$ cat src/rtl/apc_pkg.sv
package apc_pkg;

   typedef enum logic [3:0] {
      K_NONE,
      K_CTRL,
      K_STAT,
      K_PAGE,
      K_CODEC,
      K_SCTL,
      K_SCNT,
      K_FADR,
      K_FCNT
   } reg_kind_e;

   typedef struct packed {
      reg_kind_e   kind;
      logic [1:0]  ch;
   } reg_sel_t;

   // offsets that host software and the channel engines rely on
   localparam logic [7:0]  OFS_CTRL  = 8'h00;
   localparam logic [7:0]  OFS_STAT  = 8'h04;
   localparam logic [7:0]  OFS_PAGE  = 8'h0C;
   localparam logic [7:0]  OFS_CODEC = 8'h10;
   localparam logic [7:0]  OFS_SCTL  = 8'h20;
   localparam logic [7:0]  OFS_SCNT0 = 8'h24;
   localparam logic [7:0]  WIN_LO    = 8'h30;
   localparam logic [7:0]  WIN_HI    = 8'h3F;
   localparam logic [11:0] IA_PLAY   = 12'hC30;
   localparam logic [11:0] IA_REC    = 12'hD30;

   localparam int INTEN_LSB = 8;
   localparam logic [31:0] CTRL_RST = 32'h0000_0001;
   localparam logic [1:0]  STAT_FIXED = 2'b11;

endpackage

$ cat src/rtl/apc_addr_map.sv
module apc_addr_map
   import apc_pkg::*;
#(
   parameter int AW = 8,
   parameter int PW = 4
) (
   input  logic [AW-1:0] addr,
   input  logic [PW-1:0] page,
   output reg_sel_t      sel
);
   localparam int IW = AW + PW;

   if (AW != 8)  begin : g_bad_aw $error("apc_addr_map: AW must be 8"); end
   if (PW != 4)  begin : g_bad_pw $error("apc_addr_map: PW must be 4"); end

   logic          in_win;
   logic [IW-1:0] iaddr;

   assign in_win = (addr >= WIN_LO) && (addr <= WIN_HI);
   assign iaddr  = in_win ? {page, addr} : {{PW{1'b0}}, addr};

   always_comb begin
      sel.kind = K_NONE;
      sel.ch   = 2'd0;
      case (iaddr)
         {4'h0, OFS_CTRL}:  sel.kind = K_CTRL;
         {4'h0, OFS_STAT}:  sel.kind = K_STAT;
         {4'h0, OFS_PAGE}:  sel.kind = K_PAGE;
         {4'h0, OFS_CODEC}: sel.kind = K_CODEC;
         {4'h0, OFS_SCTL}:  sel.kind = K_SCTL;
         {4'h0, OFS_SCNT0}:         begin sel.kind = K_SCNT; sel.ch = 2'd0; end
         {4'h0, OFS_SCNT0 + 8'h4}:  begin sel.kind = K_SCNT; sel.ch = 2'd1; end
         {4'h0, OFS_SCNT0 + 8'h8}:  begin sel.kind = K_SCNT; sel.ch = 2'd2; end
         IA_PLAY:           begin sel.kind = K_FADR; sel.ch = 2'd0; end
         IA_PLAY + 12'h4:   begin sel.kind = K_FCNT; sel.ch = 2'd0; end
         IA_PLAY + 12'h8:   begin sel.kind = K_FADR; sel.ch = 2'd1; end
         IA_PLAY + 12'hC:   begin sel.kind = K_FCNT; sel.ch = 2'd1; end
         IA_REC:            begin sel.kind = K_FADR; sel.ch = 2'd2; end
         IA_REC + 12'h4:    begin sel.kind = K_FCNT; sel.ch = 2'd2; end
         default:           sel.kind = K_NONE;   // includes the phantom pair
      endcase
   end
endmodule

$ cat src/rtl/apc_chan_regs.sv
module apc_chan_regs #(
   parameter int DW = 32
) (
   input  logic          clk,
   input  logic          rst_n,
   input  logic          wr_scnt,
   input  logic          wr_fadr,
   input  logic          wr_fcnt,
   input  logic [DW-1:0] wdata,
   output logic [DW-1:0] scnt,
   output logic [DW-1:0] fadr,
   output logic [DW-1:0] fcnt,
   output logic          lc_clr
);
   localparam int HW = DW / 2;

   if (DW % 2 != 0) begin : g_bad_dw $error("apc_chan_regs: DW must be even"); end

   always_ff @(posedge clk or negedge rst_n) begin
      if (!rst_n) begin
         scnt   <= '0;
         fadr   <= '0;
         fcnt   <= '0;
         lc_clr <= 1'b0;
      end else begin
         lc_clr <= wr_fcnt;
         if (wr_scnt) scnt <= {wdata[HW-1:0], wdata[HW-1:0]};
         if (wr_fadr) fadr <= wdata;
         if (wr_fcnt) fcnt <= wdata;
      end
   end

   p_scnt_halves_r7: assert property (@(posedge clk) disable iff (!rst_n)
      wr_scnt |=> (scnt[DW-1:HW] == scnt[HW-1:0]));
   p_lc_pulse_r8: assert property (@(posedge clk) disable iff (!rst_n)
      lc_clr |-> $past(wr_fcnt));
endmodule

$ cat src/rtl/apc_irq_status.sv
module apc_irq_status #(
   parameter int N_CH = 3
) (
   input  logic            clk,
   input  logic            rst_n,
   input  logic [N_CH-1:0] evt,
   input  logic [N_CH-1:0] inten,
   input  logic            sctl_wr,
   input  logic [N_CH-1:0] new_inten,
   output logic [N_CH-1:0] pend,
   output logic            irq
);
   logic [N_CH-1:0] fall;

   assign fall = inten & ~new_inten & {N_CH{sctl_wr}};

   always_ff @(posedge clk or negedge rst_n) begin
      if (!rst_n) pend <= '0;
      else        pend <= (pend | (evt & inten)) & ~fall;
   end

   assign irq = |pend;

   for (genvar i = 0; i < N_CH; i++) begin : g_chk
      p_set_needs_en_r9: assert property (@(posedge clk) disable iff (!rst_n)
         $rose(pend[i]) |-> $past(inten[i]));
      p_clear_on_fall_r11: assert property (@(posedge clk) disable iff (!rst_n)
         $fell(pend[i]) |-> $past(sctl_wr && !new_inten[i]));
   end
endmodule

$ cat src/rtl/paged_audio_regs.sv
module paged_audio_regs
   import apc_pkg::*;
#(
   parameter int DW   = 32,
   parameter int AW   = 8,
   parameter int PW   = 4,
   parameter int N_CH = 3
) (
   input  logic             clk,
   input  logic             rst_n,
   input  logic             wr_en,
   input  logic             rd_en,
   input  logic [AW-1:0]    addr,
   input  logic [DW-1:0]    wr_data,
   output logic [DW-1:0]    rd_data,
   output logic             rd_valid,
   input  logic [N_CH-1:0]  chan_evt,
   output logic             irq,
   output logic [DW-1:0]    ctrl_o,
   output logic [DW-1:0]    sctl_o,
   output logic [N_CH*DW-1:0] scnt_o,
   output logic [N_CH*DW-1:0] fadr_o,
   output logic [N_CH*DW-1:0] fcnt_o,
   output logic [N_CH-1:0]  leftover_clr
);
   localparam int STAT_PAD = DW - 1 - 7;

   if (DW != 32)  begin : g_bad_dw  $error("paged_audio_regs: DW must be 32"); end
   if (N_CH != 3) begin : g_bad_nch $error("paged_audio_regs: N_CH must be 3"); end

   reg_sel_t        sel;
   logic [PW-1:0]   page_q;
   logic [DW-1:0]   ctrl_q, codec_q, sctl_q, status_w, rmux;
   logic [DW-1:0]   scnt_a [N_CH];
   logic [DW-1:0]   fadr_a [N_CH];
   logic [DW-1:0]   fcnt_a [N_CH];
   logic [N_CH-1:0] pend, pend_stat;
   logic            sctl_wr, sel_none, sel_stat, sel_page;

   apc_addr_map #(.AW(AW), .PW(PW)) u_map (
      .addr (addr),
      .page (page_q),
      .sel  (sel)
   );

   assign sctl_wr  = wr_en && (sel.kind == K_SCTL);
   assign sel_none = (sel.kind == K_NONE);
   assign sel_stat = (sel.kind == K_STAT);
   assign sel_page = (sel.kind == K_PAGE);

   always_ff @(posedge clk or negedge rst_n) begin
      if (!rst_n) begin
         ctrl_q  <= CTRL_RST;
         codec_q <= '0;
         sctl_q  <= '0;
         page_q  <= '0;
      end else if (wr_en) begin
         case (sel.kind)
            K_CTRL:  ctrl_q  <= wr_data;
            K_CODEC: codec_q <= wr_data;
            K_SCTL:  sctl_q  <= wr_data;
            K_PAGE:  page_q  <= wr_data[PW-1:0];
            default: ;
         endcase
      end
   end

   for (genvar i = 0; i < N_CH; i++) begin : g_ch
      apc_chan_regs #(.DW(DW)) u_ch (
         .clk     (clk),
         .rst_n   (rst_n),
         .wr_scnt (wr_en && sel.kind == K_SCNT && sel.ch == 2'(i)),
         .wr_fadr (wr_en && sel.kind == K_FADR && sel.ch == 2'(i)),
         .wr_fcnt (wr_en && sel.kind == K_FCNT && sel.ch == 2'(i)),
         .wdata   (wr_data),
         .scnt    (scnt_a[i]),
         .fadr    (fadr_a[i]),
         .fcnt    (fcnt_a[i]),
         .lc_clr  (leftover_clr[i])
      );
      assign scnt_o[i*DW +: DW] = scnt_a[i];
      assign fadr_o[i*DW +: DW] = fadr_a[i];
      assign fcnt_o[i*DW +: DW] = fcnt_a[i];
      // channel 0 reports in the highest pending bit
      assign pend_stat[N_CH-1-i] = pend[i];
   end

   apc_irq_status #(.N_CH(N_CH)) u_irq (
      .clk       (clk),
      .rst_n     (rst_n),
      .evt       (chan_evt),
      .inten     (sctl_q[INTEN_LSB +: N_CH]),
      .sctl_wr   (sctl_wr),
      .new_inten (wr_data[INTEN_LSB +: N_CH]),
      .pend      (pend),
      .irq       (irq)
   );

   assign status_w = {irq, {STAT_PAD{1'b0}}, STAT_FIXED, 2'b00, pend_stat};

   always_comb begin
      case (sel.kind)
         K_CTRL:  rmux = ctrl_q;
         K_STAT:  rmux = status_w;
         K_PAGE:  rmux = {{(DW-PW){1'b0}}, page_q};
         K_CODEC: rmux = codec_q;
         K_SCTL:  rmux = sctl_q;
         K_SCNT:  rmux = scnt_a[sel.ch];
         K_FADR:  rmux = fadr_a[sel.ch];
         K_FCNT:  rmux = fcnt_a[sel.ch];
         default: rmux = '1;
      endcase
   end

   always_ff @(posedge clk or negedge rst_n) begin
      if (!rst_n) begin
         rd_data  <= '0;
         rd_valid <= 1'b0;
      end else begin
         rd_valid <= rd_en;
         if (rd_en) rd_data <= rmux;
      end
   end

   assign ctrl_o = ctrl_q;
   assign sctl_o = sctl_q;

   p_unmapped_ones_r6: assert property (@(posedge clk) disable iff (!rst_n)
      (rd_en && sel_none) |=> (rd_valid && rd_data == '1));
   p_summary_bit_r10: assert property (@(posedge clk) disable iff (!rst_n)
      (rd_en && sel_stat) |=> (rd_data[DW-1] == $past(irq)));
   p_page_mask_r3: assert property (@(posedge clk) disable iff (!rst_n)
      (wr_en && sel_page) |=> (page_q == $past(wr_data[PW-1:0])));
endmodule

$ cat config.mk
export PLATFORM = sky130hd
export DESIGN_NAME = paged_audio_regs
export DESIGN_NICKNAME = d
export VERILOG_FILES = /design/src/rtl/apc_pkg.sv /design/src/rtl/apc_addr_map.sv /design/src/rtl/apc_chan_regs.sv /design/src/rtl/apc_irq_status.sv /design/src/rtl/paged_audio_regs.sv
export SDC_FILE = /design/constraint.sdc
export NUM_CORES = 1
export LEC_CHECK = 0
export ABC_AREA = 1
export BUFFER_PORTS_ARGS = -buffer_cell sky130_fd_sc_hd__buf_4
export CAP_MARGIN = 30
export CORE_ASPECT_RATIO = 0.7
export CORE_MARGIN = 1
export CORE_UTILIZATION = 58
export DETAILED_ROUTE_END_ITERATION = 16
export GPL_ROUTABILITY_DRIVEN = 0
export HOLD_SLACK_MARGIN = 0.12
export PLACE_DENSITY_LB_ADDON = 0.25
export SKIP_CTS_REPAIR_TIMING = 1
export SKIP_LAST_GASP = 1
export SLEW_MARGIN = 10
export SYNTH_ARGS = -nofsm -noshare
export SYNTH_HDL_FRONTEND = slang
export SYNTH_SLANG_ARGS = --single-unit
export TNS_END_PERCENT = 20
$ cat constraint.sdc
create_clock -name clk -period 3 [get_ports clk]
set_input_delay 0.6 -clock clk [delete_from_list [all_inputs] [get_ports clk]]
set_output_delay 0.6 -clock clk [all_outputs]
set_load 0.02 [all_outputs]
* Word level (Yosys, flattened, before mapping)
Index checks and enable logic that the tools add are counted.
** Storage, ports and cells
- Flip-flop bits (word level) :: 427
- Bits in latches :: 0
- Memory bits (writable) :: 0
- Bits in read-only memories :: 0
- Input port bits :: 47
- Logic and storage cells :: 92
- Memories :: 0
** Cells by class
- $add $sub $neg :: 0
- Multiply operators :: 0
- Div/mod/pow operators :: 0
- $lt $le $gt $ge :: 3
- Eq/ne operators :: 23
- Shift-type cells :: 0
- Mux-type cells :: 13
- Bitwise operators :: 8
- Reduce and logical (&&, ||, !) cells :: 26
** Operators by type and width (count)
- 32-bit case mux with 8 select lines :: 1
- 32-bit binary-select mux with 2-bit select :: 3
- 32-bit 2-to-1 mux :: 6
- 12-bit == test (second input constant) :: 6
- 12-bit by 6-bit == test with 1-bit output (second input constant) :: 4
- 4-bit case mux with 8 select lines :: 1
- 3-bit OR reduction :: 6
- 4-bit by 3-bit == test with 1-bit output (second input constant) :: 4
- 1-bit logical AND :: 14
- 3-bit AND :: 4
- 12-bit by 3-bit == test with 1-bit output (second input constant) :: 1
- 12-bit by 4-bit == test with 1-bit output (second input constant) :: 1
- 12-bit by 5-bit == test with 1-bit output (second input constant) :: 1
- 12-bit logical NOT :: 1
- 12-bit 2-to-1 mux :: 1
- 4-bit by 2-bit == test with 1-bit output (second input constant) :: 2
- 8-bit by 6-bit greater-or-equal comparator with 1-bit output (second input constant) :: 1
- 8-bit by 6-bit less-or-equal comparator with 1-bit output (second input constant) :: 1
- 2-bit AND reduction :: 4
- 3-bit NOT :: 2
- 4-bit by 1-bit == test with 1-bit output (second input constant) :: 1
- 4-bit == test (second input constant) :: 1
- 2-bit case mux with 2 select lines :: 1
- 3-bit greater-or-equal comparator (second input constant) :: 1
- other kinds (5) :: 5

* Depth between registers and ports, before layout
- Depth after elaboration :: 11
- Gate-level depth with buffers :: 17

* Hierarchy
A second synthesis with hierarchy kept.
** Second synthesis, totals
- Cell total of the unflattened synthesis :: 2481
- Area, all modules :: 18783.0 µm²
** By module, submodules not included
- apc_chan_regs :: instances 3, cells an instance 357, area an instance 3344.5 µm²
- paged_audio_regs :: instances 1, cells an instance 1342, area an instance 8356.8 µm²
- apc_addr_map :: instances 1, cells an instance 43, area an instance 230.2 µm²
- apc_irq_status :: instances 1, cells an instance 25, area an instance 162.7 µm²

* Least setup slack after synthesis
OpenSTA, ideal clock, no wires.
- Path type :: input port to flip-flop
- Start :: input addr[7]
- End :: register rd_data[16]
- Data arrival time :: 1.945 ns
- Required time :: 2.887 ns
- Path slack :: 0.942 ns
- Cell stages on the path :: 16
- Path buffers :: 2
- Cells stage by stage :: inv_1 > nand2_1 > nor3_2 > nand2_1 > nand2_1 > buf_6 > inv_4 > buf_6 > nand2_1 > nand2_1 > nand2_1 > nand2_1 > a21oi_1 > nand3_1 > nand2_1 > inv_1
** Between the ends
- Cells in the longest elaborated chain, start to end :: 11
** RTL lines
- from (decl) :: line paged_audio_regs.sv:13 : input logic [AW-1:0] addr,
- 8-bit by 6-bit greater-or-equal comparator with 1-bit output / 8-bit by 6-bit less-or-equal comparator with 1-bit output (equally long branches) :: line apc_addr_map.sv:19 : assign in_win = (addr >= WIN_LO) && (addr <= WIN_HI);
- 1-bit logical AND :: line apc_addr_map.sv:19
- 12-bit 2-to-1 mux * :: line apc_addr_map.sv:20 : assign iaddr = in_win ? {page, addr} : {{PW{1'b0}}, addr};
- 12-bit by 6-bit == test with 1-bit output / 12-bit == test (equally long branches) :: line apc_addr_map.sv:25 : case (iaddr)
- 3-bit OR reduction (no line)
- 2-bit case mux with 2 select lines :: line apc_addr_map.sv:25
- 2-bit NOT with 3-bit output (implied by the code) :: line paged_audio_regs.sv:108, paged_audio_regs.sv:109, paged_audio_regs.sv:110
- 32-bit binary-select mux with 2-bit select (on tied branches) :: line paged_audio_regs.sv:110, paged_audio_regs.sv:108, paged_audio_regs.sv:109
- 32-bit 2-to-1 mux (on tied branches) (2 in series) :: line paged_audio_regs.sv:110, paged_audio_regs.sv:108, paged_audio_regs.sv:109
- 32-bit case mux with 8 select lines * :: line paged_audio_regs.sv:102 : case (sel.kind)
- to (signal assigned) :: line paged_audio_regs.sv:121 : if (rd_en) rd_data <= rmux;
- to (decl) :: line paged_audio_regs.sv:15 : output logic [DW-1:0] rd_data,
Mark *: on every way between the ends. The rest lies on a longest branch, timed or not. The select of a mux whose other input is x is not followed.
A chain may end at the register's enable or synchronous reset.

* Worst setup path after layout
- Start :: register page_q[2]
- End :: register rd_data[26]
** Between the ends
- Cells in the longest elaborated chain, start to end :: 9
** RTL lines
- from (decl) :: line paged_audio_regs.sv:32 : logic [PW-1:0] page_q;
- from (signal assigned) :: line paged_audio_regs.sv:62 : K_PAGE: page_q <= wr_data[PW-1:0];
- 12-bit 2-to-1 mux * :: line apc_addr_map.sv:20
- 12-bit by 6-bit == test with 1-bit output / 12-bit == test (equally long branches) :: line apc_addr_map.sv:25
- 3-bit OR reduction (no line)
- 2-bit case mux with 2 select lines :: line apc_addr_map.sv:25
- 2-bit NOT with 3-bit output (implied by the code) :: line paged_audio_regs.sv:108, paged_audio_regs.sv:109, paged_audio_regs.sv:110
- 32-bit binary-select mux with 2-bit select (on tied branches) :: line paged_audio_regs.sv:110, paged_audio_regs.sv:108, paged_audio_regs.sv:109
- 32-bit 2-to-1 mux (on tied branches) (2 in series) :: line paged_audio_regs.sv:110, paged_audio_regs.sv:108, paged_audio_regs.sv:109
- 32-bit case mux with 8 select lines * :: line paged_audio_regs.sv:102
Marks and branches as above.

==> summary.txt <==
STA
  – Final setup fails: 0
  – FMAX: 354 MHz
  – Period utilization: 94.2%
  – Worst slew margin: 43.7%
  – Count of pins over their slew limit: 0
  – Worst clock skew: 0.0146 ns
  – Final worst path period need: 2.83 ns
  – Unrepaired setup endpoints after global routing: no
  – Final hold violations: 0
  – Slew @ Worst Pin: 0.844 ns

Drt
  – Via-per-instance ratio: 6.08
  – DRT iter0 DRCs: 2,869
  – Detailed Routing Iterations Pass 1: 9
  – Post-route ant nets: 0
  – Routed wire length: 69.1 mm
  – DRC viols: 0
  – Via count: 17.8k
  – WL/cell: 23.5 µm

Worst setup path
  – Critical Path Sink: rd_data[26]$_DFFE_PN0P_
  – Crit Reg-Reg Endpoint: rd_data[26]$_DFFE_PN0P_
  – CP Capture Type: flip-flop
  – CP Data Arrival Time: 3.29 ns
  – Worst R2R Path Depth: 14
  – Flop2flop setup slack: 0.17 ns
  – Critical path peak fanout: 10
  – Startpoint types: flip-flop
  – Worst reg2reg path startpoint: page_q[2]$_DFFE_PN0P_
  – Crit path from: page_q[2]$_DFFE_PN0P_
  – CP required: 3.46 ns
  – Critical path type: flip-flop to flip-flop

CTS
  – TritonCTS buffer count: 38
  – Root Driver: clkbuf_16
  – Reg clk slew, reported paths: 0.07 ns
  – Skew-Pair Late Insertion Delay: 0.55 ns
  – H-tree levels: 2
  – CTS Sinks: 379
  – CTS tree: yes
  – CTS max path bufs: 3

Die
  – Die height: 147 µm
  – Core area: 29,300 µm²
  – Ports: 436
  – Die Width: 210 µm
  – Die area: 30,900 µm²
  – Row cnt: 52
  – Initial Util: 59.9%

Hold path
  – Min-Delay Path Class: input port to flip-flop
  – WHS Path Cells: 3

Logic synthesis
  – Yosys top cell by area: dfrtp_1
  – FFs w/ async S/R, synth: 100%
  – Synth area leaders: dfrtp_1 54%, nand2_1 18%, o21ai_0 5.9%
  – Top cell type's share of synthesized area: 54.0%
  – Sequential area share after synthesis: 54.1%
  – Syn Inst Count: 2,196
  – EDFF count, synth: 0
  – Most common cell in the netlist: nand2_1
  – Library cells used by synthesis: 33
  – Synth warn: 0
  – Syn Std Cell Area: 17,500 µm²
  – Number of synthesized register bits: 379
  – Main synth FF type: dfrtp_1
  – Mapped Nets: 2,243
  – Post-Syn Area per Cell: 7.98 µm²
  – Post-synth top cells: 858 x nand2_1, 378 x dfrtp_1, 207 x o21ai_0

Finish
  – Post-Layout Inst Area: 22,100 µm²
  – Nets: 2,572
  – Core Util, Final: 75.5%
  – Share of layout cells above drive strength 1: 22.9%
  – Non-Filler Instances: 2,935
  – Area grow syn2layout: 26.1%

Global route
  – Global-route wire length before repair: 102 mm
  – Vias in the first global route: 16.2k
  – GR Overflow Total: 0
  – Largest net degree at the start of global routing: 82
  – Gr usage total: 44.5%
  – Initial antenna violation count: 3

Placement
  – Cell total after placement: 2,861
  – Detailed Place HPWL: 49.1 mm
  – Dpl cell area: 20,800 µm²
  – I/O Buffers: 435

Pwr
  – Peak VDD IR: 333 µV
  – Lkg Pwr: 0.0114 µW
  – P per Cell Area: 502 nW/µm²

Outcome
  – Status: finished clean

Run
  – Max Cap Violations: 0
cells by family (layout without fill, tap and decap cells):
family | count (synthesis) | after routing | share of synthesized area [%]
compound gates | 435 | 435 | 13.0
other cells | 0 | 2 | 0
flops | 379 | 379 | 54.1
buf+inv | 293 | 652 | 8.07
simple gates | 1089 | 1089 | 24.8
how the worst min path moves through the flow:
stage / from / endpoint / slack, ns
after floorplan: rst_n / codec_q[0]$_DFFE_PN0P_ / 0.30
after global placement: codec_q[25]$_DFFE_PN0P_ / codec_q[25]$_DFFE_PN0P_ / 0.47
after detailed placement: codec_q[24]$_DFFE_PN0P_ / codec_q[24]$_DFFE_PN0P_ / 0.48
after CTS: rst_n / codec_q[9]$_DFFE_PN0P_ / 0.09
after global routing: wr_data[28] / g_ch[1].u_ch.fcnt[28]$_DFFE_PN0P_ / 0.30
final: wr_data[7] / g_ch[1].u_ch.fcnt[7]$_DFFE_PN0P_ / 0.27
layout by cell type (no fill, tap or decap):
cell type / n
buf_12: 19
nor2_2: 8
or2_2: 6
inv_1: 93
a22oi_1: 1
nor3_2: 1
nor2_4: 4
o21ai_0: 207
clkbuf_16: 41
nand3_1: 103
nor2_1: 90
nor3_4: 1
inv_4: 1
nand2_1: 854
a22o_1: 20
nand4_1: 7
dlygate4sd3_1: 1
clkbuf_8: 3
nand3b_1: 1
diode_2: 2
nand3_2: 2
nor3_1: 3
a31o_2: 3
nand2_2: 8
buf_8: 1
inv_2: 9
clkbuf_1: 8
buf_4: 458
o211a_1: 1
dfstp_2: 1
a21oi_1: 61
a21boi_0: 2
o21ai_1: 137
nor4_1: 1
dfrtp_1: 378
a21boi_1: 3
bufinv_16: 3
clkinv_2: 13
clkinvlp_4: 2
final cells by class:
type	instances	area (µm²)
clock buffer	52	1100
tap	378	473
fill	2128	7170
multi-input combinational	1524	6640
antenna	2	5.00
clock inverter	18	170
timing repair buffer	479	3840
sequential	379	9490
inverter	103	389
power by group:
part	switching, µW	total [µW]	internal (µW)
Clock	2080	4910	2830
Sequential	115	5340	5220
Combinational	591	857	267
Total	2780	11100	8320
per-layer routing:
metal / routed length [µm] / up-vias / global-route usage (%)
met5: 144 / - / 2.82
met2: 27600 / 1521 / 58.4
met3: 11800 / 228 / 19.2
met1: 26500 / 8424 / 64.4
li1: - / 7660 / -
met4: 3030 / 6 / 16.9
critical path: stages (launching register included):
cell	delay [ns]
dfrtp_1	0.38
nand2_1	0.16
nor2_2	0.16
nand4_1	0.28
nand2_2	0.37
buf_4	0.25
buf_4	0.22
nand2_1	0.07
nand2_1	0.10
nand2_1	0.18
nand2_1	0.11
nand2_1	0.15
nand3_1	0.12
nor2_1	0.05
a21oi_1	0.12
flip-flops by register name, summed over array words and instances (netlist names):
| register | cells |
|---|---|
| codec_q | 32 |
| ctrl_o | 32 |
| g_ch.u_ch.fadr | 96 |
| g_ch.u_ch.fcnt | 96 |
| g_ch.u_ch.lc_clr | 3 |
| g_ch.u_ch.scnt | 48 |
| page_q | 4 |
| rd_data | 32 |
| rd_valid | 1 |
| sctl_o | 32 |
| u_irq.pend | 3 |
stage by stage:
step | hold WS [ns] | setup slack [ns] | power [µW] | setup TNS (ns)
global placement | 0.466 | 0.0506 | 6230 | 0
detailed placement | 0.475 | -0.00756 | 6250 | -0.00756
CTS | 0.0893 | 0.383 | 11000 | 0
floorplan | 0.304 | 0.942 | 5770 | 0
global route | 0.295 | 0.0912 | 11300 | 0
finish | 0.267 | 0.174 | 11100 | 0
(Power assumes the default switching activity.)
